[src/rtl/rwsc_pkg.sv]
package rwsc_pkg;
   localparam int NTXN = 2;

   // A load clashes with a peer store; a store clashes with any peer touch.
   function automatic logic clash(input logic is_store, input logic peer_rd, input logic peer_wr);
      return peer_wr | (is_store & peer_rd);
   endfunction
endpackage

[src/rtl/rwsc_track.sv]
module rwsc_track #(
   parameter int IDX_W = 4
) (
   input  logic                  clk,
   input  logic                  rst_n,
   input  logic                  clr,
   input  logic                  start,
   input  logic                  rec_en,
   input  logic                  rec_wr,
   input  logic [IDX_W-1:0]      rec_idx,
   output logic [(1<<IDX_W)-1:0] rset,
   output logic [(1<<IDX_W)-1:0] wset,
   output logic                  active
);
   localparam int NG = 1 << IDX_W;

   always_ff @(posedge clk) begin
      if (!rst_n) begin
         rset   <= '0;
         wset   <= '0;
         active <= 1'b0;
      end else begin
         if (clr) begin
            rset <= '0;
            wset <= '0;
         end else if (rec_en) begin
            if (rec_wr) wset[rec_idx] <= 1'b1;
            else        rset[rec_idx] <= 1'b1;
         end
         if (start)    active <= 1'b1;
         else if (clr) active <= 1'b0;
      end
   end

   assert_clear_R12: assert property (@(posedge clk) disable iff (!rst_n)
      clr |=> (rset == {NG{1'b0}} && wset == {NG{1'b0}}));

   assert_record_R4: assert property (@(posedge clk) disable iff (!rst_n)
      (rec_en && !clr) |=> ($past(rec_wr) ? wset[$past(rec_idx)] : rset[$past(rec_idx)]));
endmodule

[src/rtl/rwsc_probe.sv]
module rwsc_probe
   import rwsc_pkg::*;
#(
   parameter int IDX_W = 4
) (
   input  logic                  acc_wr,
   input  logic [IDX_W-1:0]      acc_idx,
   input  logic [(1<<IDX_W)-1:0] own_w,
   input  logic [(1<<IDX_W)-1:0] peer_r,
   input  logic [(1<<IDX_W)-1:0] peer_w,
   input  logic                  peer_live,
   output logic                  acc_hit,
   output logic                  cmt_hit
);
   always_comb begin
      acc_hit = peer_live & clash(acc_wr, peer_r[acc_idx], peer_w[acc_idx]);
      cmt_hit = peer_live & (|(own_w & (peer_r | peer_w)));
   end
endmodule

[src/rtl/rwsc_detector.sv]
module rwsc_detector
   import rwsc_pkg::*;
#(
   parameter int IDX_W = 4
) (
   input  logic                       clk,
   input  logic                       rst_n,
   input  logic                       lazy_mode,
   input  logic [1:0]                 begin_req,
   input  logic [1:0]                 commit_req,
   input  logic [1:0]                 acc_req,
   input  logic [1:0]                 acc_wr,
   input  logic [1:0][IDX_W-1:0]      acc_idx,
   output logic [1:0]                 grant,
   output logic [1:0]                 stall,
   output logic [1:0]                 abort
);
   localparam int NG = 1 << IDX_W;

   if (IDX_W < 1 || IDX_W > 10) begin : g_bad_idx
      $error("rwsc_detector: IDX_W out of range");
   end

   logic [NG-1:0] rset [NTXN];
   logic [NG-1:0] wset [NTXN];
   logic [1:0] active, live, cmt_q, acc_q, is_old;
   logic [1:0] acc_hit, cmt_hit, cwin, acc_eval, kill_peer, hold, acc_ok;
   logic       older_q;

   for (genvar g = 0; g < NTXN; g++) begin : g_base
      localparam int P = 1 - g;
      assign live[g]   = active[g] & ~begin_req[g];
      assign cmt_q[g]  = live[g] & commit_req[g];
      assign acc_q[g]  = live[g] & ~commit_req[g] & acc_req[g];
      assign is_old[g] = (older_q == 1'(g));

      rwsc_probe #(.IDX_W(IDX_W)) u_probe (
         .acc_wr   (acc_wr[g]),
         .acc_idx  (acc_idx[g]),
         .own_w    (wset[g]),
         .peer_r   (rset[P]),
         .peer_w   (wset[P]),
         .peer_live(live[P]),
         .acc_hit  (acc_hit[g]),
         .cmt_hit  (cmt_hit[g])
      );
   end

   for (genvar g = 0; g < NTXN; g++) begin : g_arb
      localparam int P = 1 - g;
      assign cwin[g]      = cmt_q[g] & ~(cmt_q[P] & is_old[P]);
      assign acc_eval[g]  = acc_q[g] & ~cwin[P] & ~(~lazy_mode & acc_q[P] & is_old[P]);
      assign kill_peer[g] = (lazy_mode & cwin[g] & cmt_hit[g])
                          | (~lazy_mode & acc_eval[g] & acc_hit[g] & is_old[g]);
      assign hold[g]      = ~lazy_mode & acc_eval[g] & acc_hit[g] & is_old[P];
      assign abort[g]     = kill_peer[P];
      assign acc_ok[g]    = acc_eval[g] & ~hold[g] & ~abort[g];
      assign grant[g]     = begin_req[g] | (cwin[g] & ~abort[g]) | acc_ok[g];
      assign stall[g]     = (cmt_q[g] | acc_q[g]) & ~grant[g] & ~abort[g];

      rwsc_track #(.IDX_W(IDX_W)) u_track (
         .clk    (clk),
         .rst_n  (rst_n),
         .clr    (begin_req[g] | abort[g] | cwin[g]),
         .start  (begin_req[g]),
         .rec_en (acc_ok[g]),
         .rec_wr (acc_wr[g]),
         .rec_idx(acc_idx[g]),
         .rset   (rset[g]),
         .wset   (wset[g]),
         .active (active[g])
      );

      assert_excl_R13: assert property (@(posedge clk) disable iff (!rst_n)
         $onehot0({grant[g], stall[g], abort[g]}));
      assert_pulse_R12: assert property (@(posedge clk) disable iff (!rst_n)
         abort[g] |=> !abort[g]);
      assert_idle_R1: assert property (@(posedge clk) disable iff (!rst_n)
         (!active[g] && !begin_req[g]) |-> !(grant[g] || stall[g] || abort[g]));
      assert_lazy_free_R8: assert property (@(posedge clk) disable iff (!rst_n)
         (lazy_mode && acc_q[g] && !cwin[P]) |-> grant[g]);
   end

   always_ff @(posedge clk) begin
      if (!rst_n)                older_q <= 1'b0;
      else if (begin_req == 2'b11) older_q <= 1'b0;
      else if (begin_req[0])     older_q <= active[1];
      else if (begin_req[1])     older_q <= ~active[0];
   end

   assert_one_commit_R10: assert property (@(posedge clk) disable iff (!rst_n)
      !(cwin[0] && cwin[1]));
endmodule

[config.mk]
export PLATFORM = sky130hd
export DESIGN_NAME = rwsc_detector
export DESIGN_NICKNAME = d
export VERILOG_FILES = /design/src/rtl/rwsc_pkg.sv /design/src/rtl/rwsc_track.sv /design/src/rtl/rwsc_probe.sv /design/src/rtl/rwsc_detector.sv
export SDC_FILE = /design/constraint.sdc
export NUM_CORES = 1
export LEC_CHECK = 0
export ABC_AREA = 0
export BUFFER_PORTS_ARGS = -buffer_cell sky130_fd_sc_hd__buf_2
export CAP_MARGIN = 20
export CORE_ASPECT_RATIO = 0.75
export CORE_UTILIZATION = 45
export CTS_CLUSTER_SIZE = 30
export DETAILED_ROUTE_END_ITERATION = 6
export GPL_ROUTABILITY_DRIVEN = 0
export GPL_TIMING_DRIVEN = 0
export SYNTH_ARGS = -nofsm -noshare
export SYNTH_HDL_FRONTEND = slang
export SYNTH_HIERARCHICAL = 1
export SYNTH_SLANG_ARGS = --single-unit
[constraint.sdc]
create_clock -name clk -period 4.55 [get_ports clk]
set_input_delay 0.455 -clock clk [delete_from_list [all_inputs] [get_ports clk]]
set_output_delay 0.455 -clock clk [all_outputs]
set_load 0.02 [all_outputs]
==> parameters.txt <==
Parameter                              Value

Run status
  Outcome ... complete, no violations

Synth
  Count of state elements after synthesis ... 67
  Dominant register cell in the synthesized netlist ... sky130_fd_sc_hd__dfxtp_1
  FFs w/ async S/R, synth ... 0
  Post-synth EDFFs ... 0
  Synth Net Count ... 324
  Synthesized area per cell ... 11.31 um^2
  Yosys synthesis warning count ... 6
  Cell Area, Synth ... 3448 um^2
  Post-Syn Instances ... 305
  Count of unique library cells instantiated by Yosys ... 44
  Sequential element share of the synthesized area ... 0.3890

Power and ir drop
  Maximum vdd drop ... 167.1 uV
  Leakage power figure ... 1.333 nW
  Cell area power density ... 294.9 nW/um^2

Timing
  Tightest slew margin relative to the limit ... 0.6472
  Max-slew violation count ... 0
  Aggregate negative setup slack ... 0 ps
  Count of endpoints failing hold in the final timing report ... 0
  Number of endpoints failing setup at the final stage ... 0
  Worst-margin pin slew ... 524.4 ps
  Setup repair after global routing missed its margin ... false
  Peak Freq ... 310.3 MHz
  Largest clock skew in the final design ... 9.656 ps
  Share of the clock period used by the worst path ... 0.7082
  Final critical-path required period ... 3222 ps

Placement
  Placed instance area ... 3695 um^2
  Port Buffer Count ... 24
  Detailed placement HPWL ... 7419 um

Finish
  Proportion of layout cells with a drive suffix above 1 ... 0.2435
  Area growth, synth to finish ... 12.37%
  Commonest non-fill, non-tap cell in the layout ... sky130_fd_sc_hd__dfxtp_1
  Filler cell count in the final layout ... 691
  Number of nets at the end of the flow ... 359
  Most used cells in the layout excluding fill and tap cells ... 67 x sky130_fd_sc_hd__dfxtp_1, 64 x sky130_fd_sc_hd__o2bb2ai_1, 34 x sky130_fd_sc_hd__o21ai_0, 34 x sky130_fd_sc_hd__buf_2, 14 x sky130_fd_sc_hd__nand4bb_1
  Total non-filler cell area in the finished layout ... 3875 um^2
  Antenna Cells ... 0

Critical path
  Critical path peak fanout ... 9
  Kind of launch point of the worst setup path ... input pin
  Reg2Reg Setup Slack ... 1570 ps
  Kind of end point of the critical path ... primary output
  Type of the setup path with the least slack ... in -> out
  CP required ... 4090 ps
  Data arrival, critical path ... 2770 ps

Drt
  First-pass iteration count of the detailed router ... 4
  DRC errors left ... 0
  Post-detailed-route count of antenna-violating nets ... 0
  Wire length after detailed routing ... 9563 um
  Vias after detailed routing ... 2856
  Number of DRC markers after the initial detailed-route iteration ... 270
  Detailed-route wire length per cell ... 21.44 um
  Detailed-route vias per instance ... 6.404

Clock network
  Clock sink count ... 67
  Number of CTS-inserted buffers ... 9
  Buffer cell driving the clock tree root ... sky130_fd_sc_hd__clkbuf_8
  Number of gates resized after CTS ... 0
  Maximum count of clock buffers along a single path ... 2
  CTS tree ... built
  Reg clk slew, reported paths ... 70 ps
  Post-CTS Repair Setup Buffers ... 0
  Cts-stage hold buffer count ... 0
  H-tree level count ... 3
  Clk_lat worst skew ... 350 ps

GRT
  GR Overflow Total ... 0
  Vias in the first global route ... 2585
  Global-route wire length before repair ... 14820 um
  Maximum number of pins on one net before global-route repair ... 12
  Number of antenna violations at the first check in global routing ... 0
  Total routing resource utilization after global routing ... 0.2574

Floorplanning
  Die Outline Area ... 8021 um^2
  Chip Height ... 77.81 um
  Die Width ... 103.1 um
  Initial Util ... 0.4682
  Core region area ... 7365 um^2
  Number of I/O pins ... 25
  Row Count ... 27

Job
  Maxcap violations ... 0

Hold path
  Path category of the worst min-delay check ... in -> reg
==> final timing paths <==
check / cells after the start / to / from
min reg2reg: 1 / g_arb[1].u_track/rset[2]$_SDFFE_PP0P_ / g_arb[1].u_track/rset[2]$_SDFFE_PP0P_
max: 10 / stall[0] / acc_idx[1]
min: 2 / older_q$_SDFFE_PP0P_ / rst_n
max reg2reg: 11 / g_arb[0].u_track/wset[5]$_SDFFE_PP0P_ / g_arb[0].u_track/wset[6]$_SDFFE_PP0P_
==> metal layers <==
metal,up-vias,wire length [um],global-route usage,share of wire
met1,1405,4831,0.3919,0.51
met3,10,561,0.06306,0.059
met5,-,0,0,0
met4,0,93,0.06056,0.0097
met2,104,4076,0.3607,0.43
li1,1337,-,-,-
==> state kept, by name, summed over array words and instances, names as in the netlist <==
signal and cells:
g_arb.u_track/rset 32, g_arb.u_track/wset 32, g_arb.u_track/active 2, older_q 1
==> cell type report <==
cell class / instances / area, um^2 / area share
clock inverters: 4 / 25.02 / 0.006458
well taps: 101 / 126.4 / 0.03261
clock buffers: 12 / 155.1 / 0.04004
repair buffers: 24 / 120.1 / 0.03100
plain buffers: 16 / 95.09 / 0.02454
inverters: 5 / 18.77 / 0.004843
flip-flops and latches: 67 / 1341 / 0.3461
multi-input cells: 217 / 1993 / 0.5144
==> Yosys cell counts (2+ instances only) <==
cell,count,area [um^2]
sky130_fd_sc_hd__buf_2,10,50.05
sky130_fd_sc_hd__o2bb2ai_1,64,560.5
sky130_fd_sc_hd__nor2b_1,5,31.28
sky130_fd_sc_hd__nand4_1,10,62.56
sky130_fd_sc_hd__and2_1,2,12.51
sky130_fd_sc_hd__a211oi_2,2,25.02
sky130_fd_sc_hd__mux2i_1,6,60.06
sky130_fd_sc_hd__nor4_1,2,12.51
sky130_fd_sc_hd__nand4bb_1,14,157.7
sky130_fd_sc_hd__clkbuf_1,2,7.510
sky130_fd_sc_hd__mux4_1,4,105.1
sky130_fd_sc_hd__buf_6,2,22.52
sky130_fd_sc_hd__buf_4,2,15.01
sky130_fd_sc_hd__nand4b_1,12,105.1
sky130_fd_sc_hd__nand3b_1,7,52.55
sky130_fd_sc_hd__nand2_1,4,15.01
sky130_fd_sc_hd__mux4_2,10,225.2
sky130_fd_sc_hd__inv_1,5,18.77
sky130_fd_sc_hd__mux2_2,4,45.04
sky130_fd_sc_hd__dfxtp_1,67,1341
sky130_fd_sc_hd__o21ai_0,34,170.2
sky130_fd_sc_hd__nand3_1,2,10.01
sky130_fd_sc_hd__a311oi_1,2,17.52
sky130_fd_sc_hd__or4b_4,6,82.58
sky130_fd_sc_hd__nor2_1,7,26.28
sky130_fd_sc_hd__o21a_1,2,15.01
==> worst max-delay path, cell delays in order <==
cell and delay, ps:
sky130_fd_sc_hd__buf_2 150, sky130_fd_sc_hd__buf_2 210, sky130_fd_sc_hd__mux4_2 380, sky130_fd_sc_hd__nor2_1 40, sky130_fd_sc_hd__nand4b_1 170, sky130_fd_sc_hd__a311oi_1 500
sky130_fd_sc_hd__nand3b_1 180, sky130_fd_sc_hd__a211o_1 350, sky130_fd_sc_hd__nor3_2 150, sky130_fd_sc_hd__buf_2 180
==> through the flow <==
stage	std cells	setup WS (ps)	power (mW)	hold slack [ps]	utilization
after floorplan	305	1538	0.6655	443.4	-
after global placement	430	1129	0.7021	482.6	0.5017
after detailed placement	430	1092	0.7034	484.5	0.5017
after CTS	446	1355	1.153	366.7	0.5262
after global routing	446	1175	1.192	371.6	0.5262
final	446	1328	1.143	381.0	0.5262
==> cells by family (layout without fill, tap and decap cells) <==
kind of cell | after synthesis | count (layout) | share of synthesized area
mux | 24 | 24 | 0.1263
flops | 67 | 67 | 0.3890
simple gates | 82 | 82 | 0.1963
buf+inv | 21 | 61 | 0.03302
compound gates | 111 | 111 | 0.2554
==> power breakdown <==
group	switching, mW	total [mW]	internal, mW	leakage [nW]
Clock	0.225	0.451	0.226	0.0884
Sequential	0.00302	0.591	0.588	0.540
Combinational	0.0609	0.101	0.0398	0.705
Total	0.289	1.14	0.854	1.33
No activity file was read; power rests on OpenSTA's default activity.
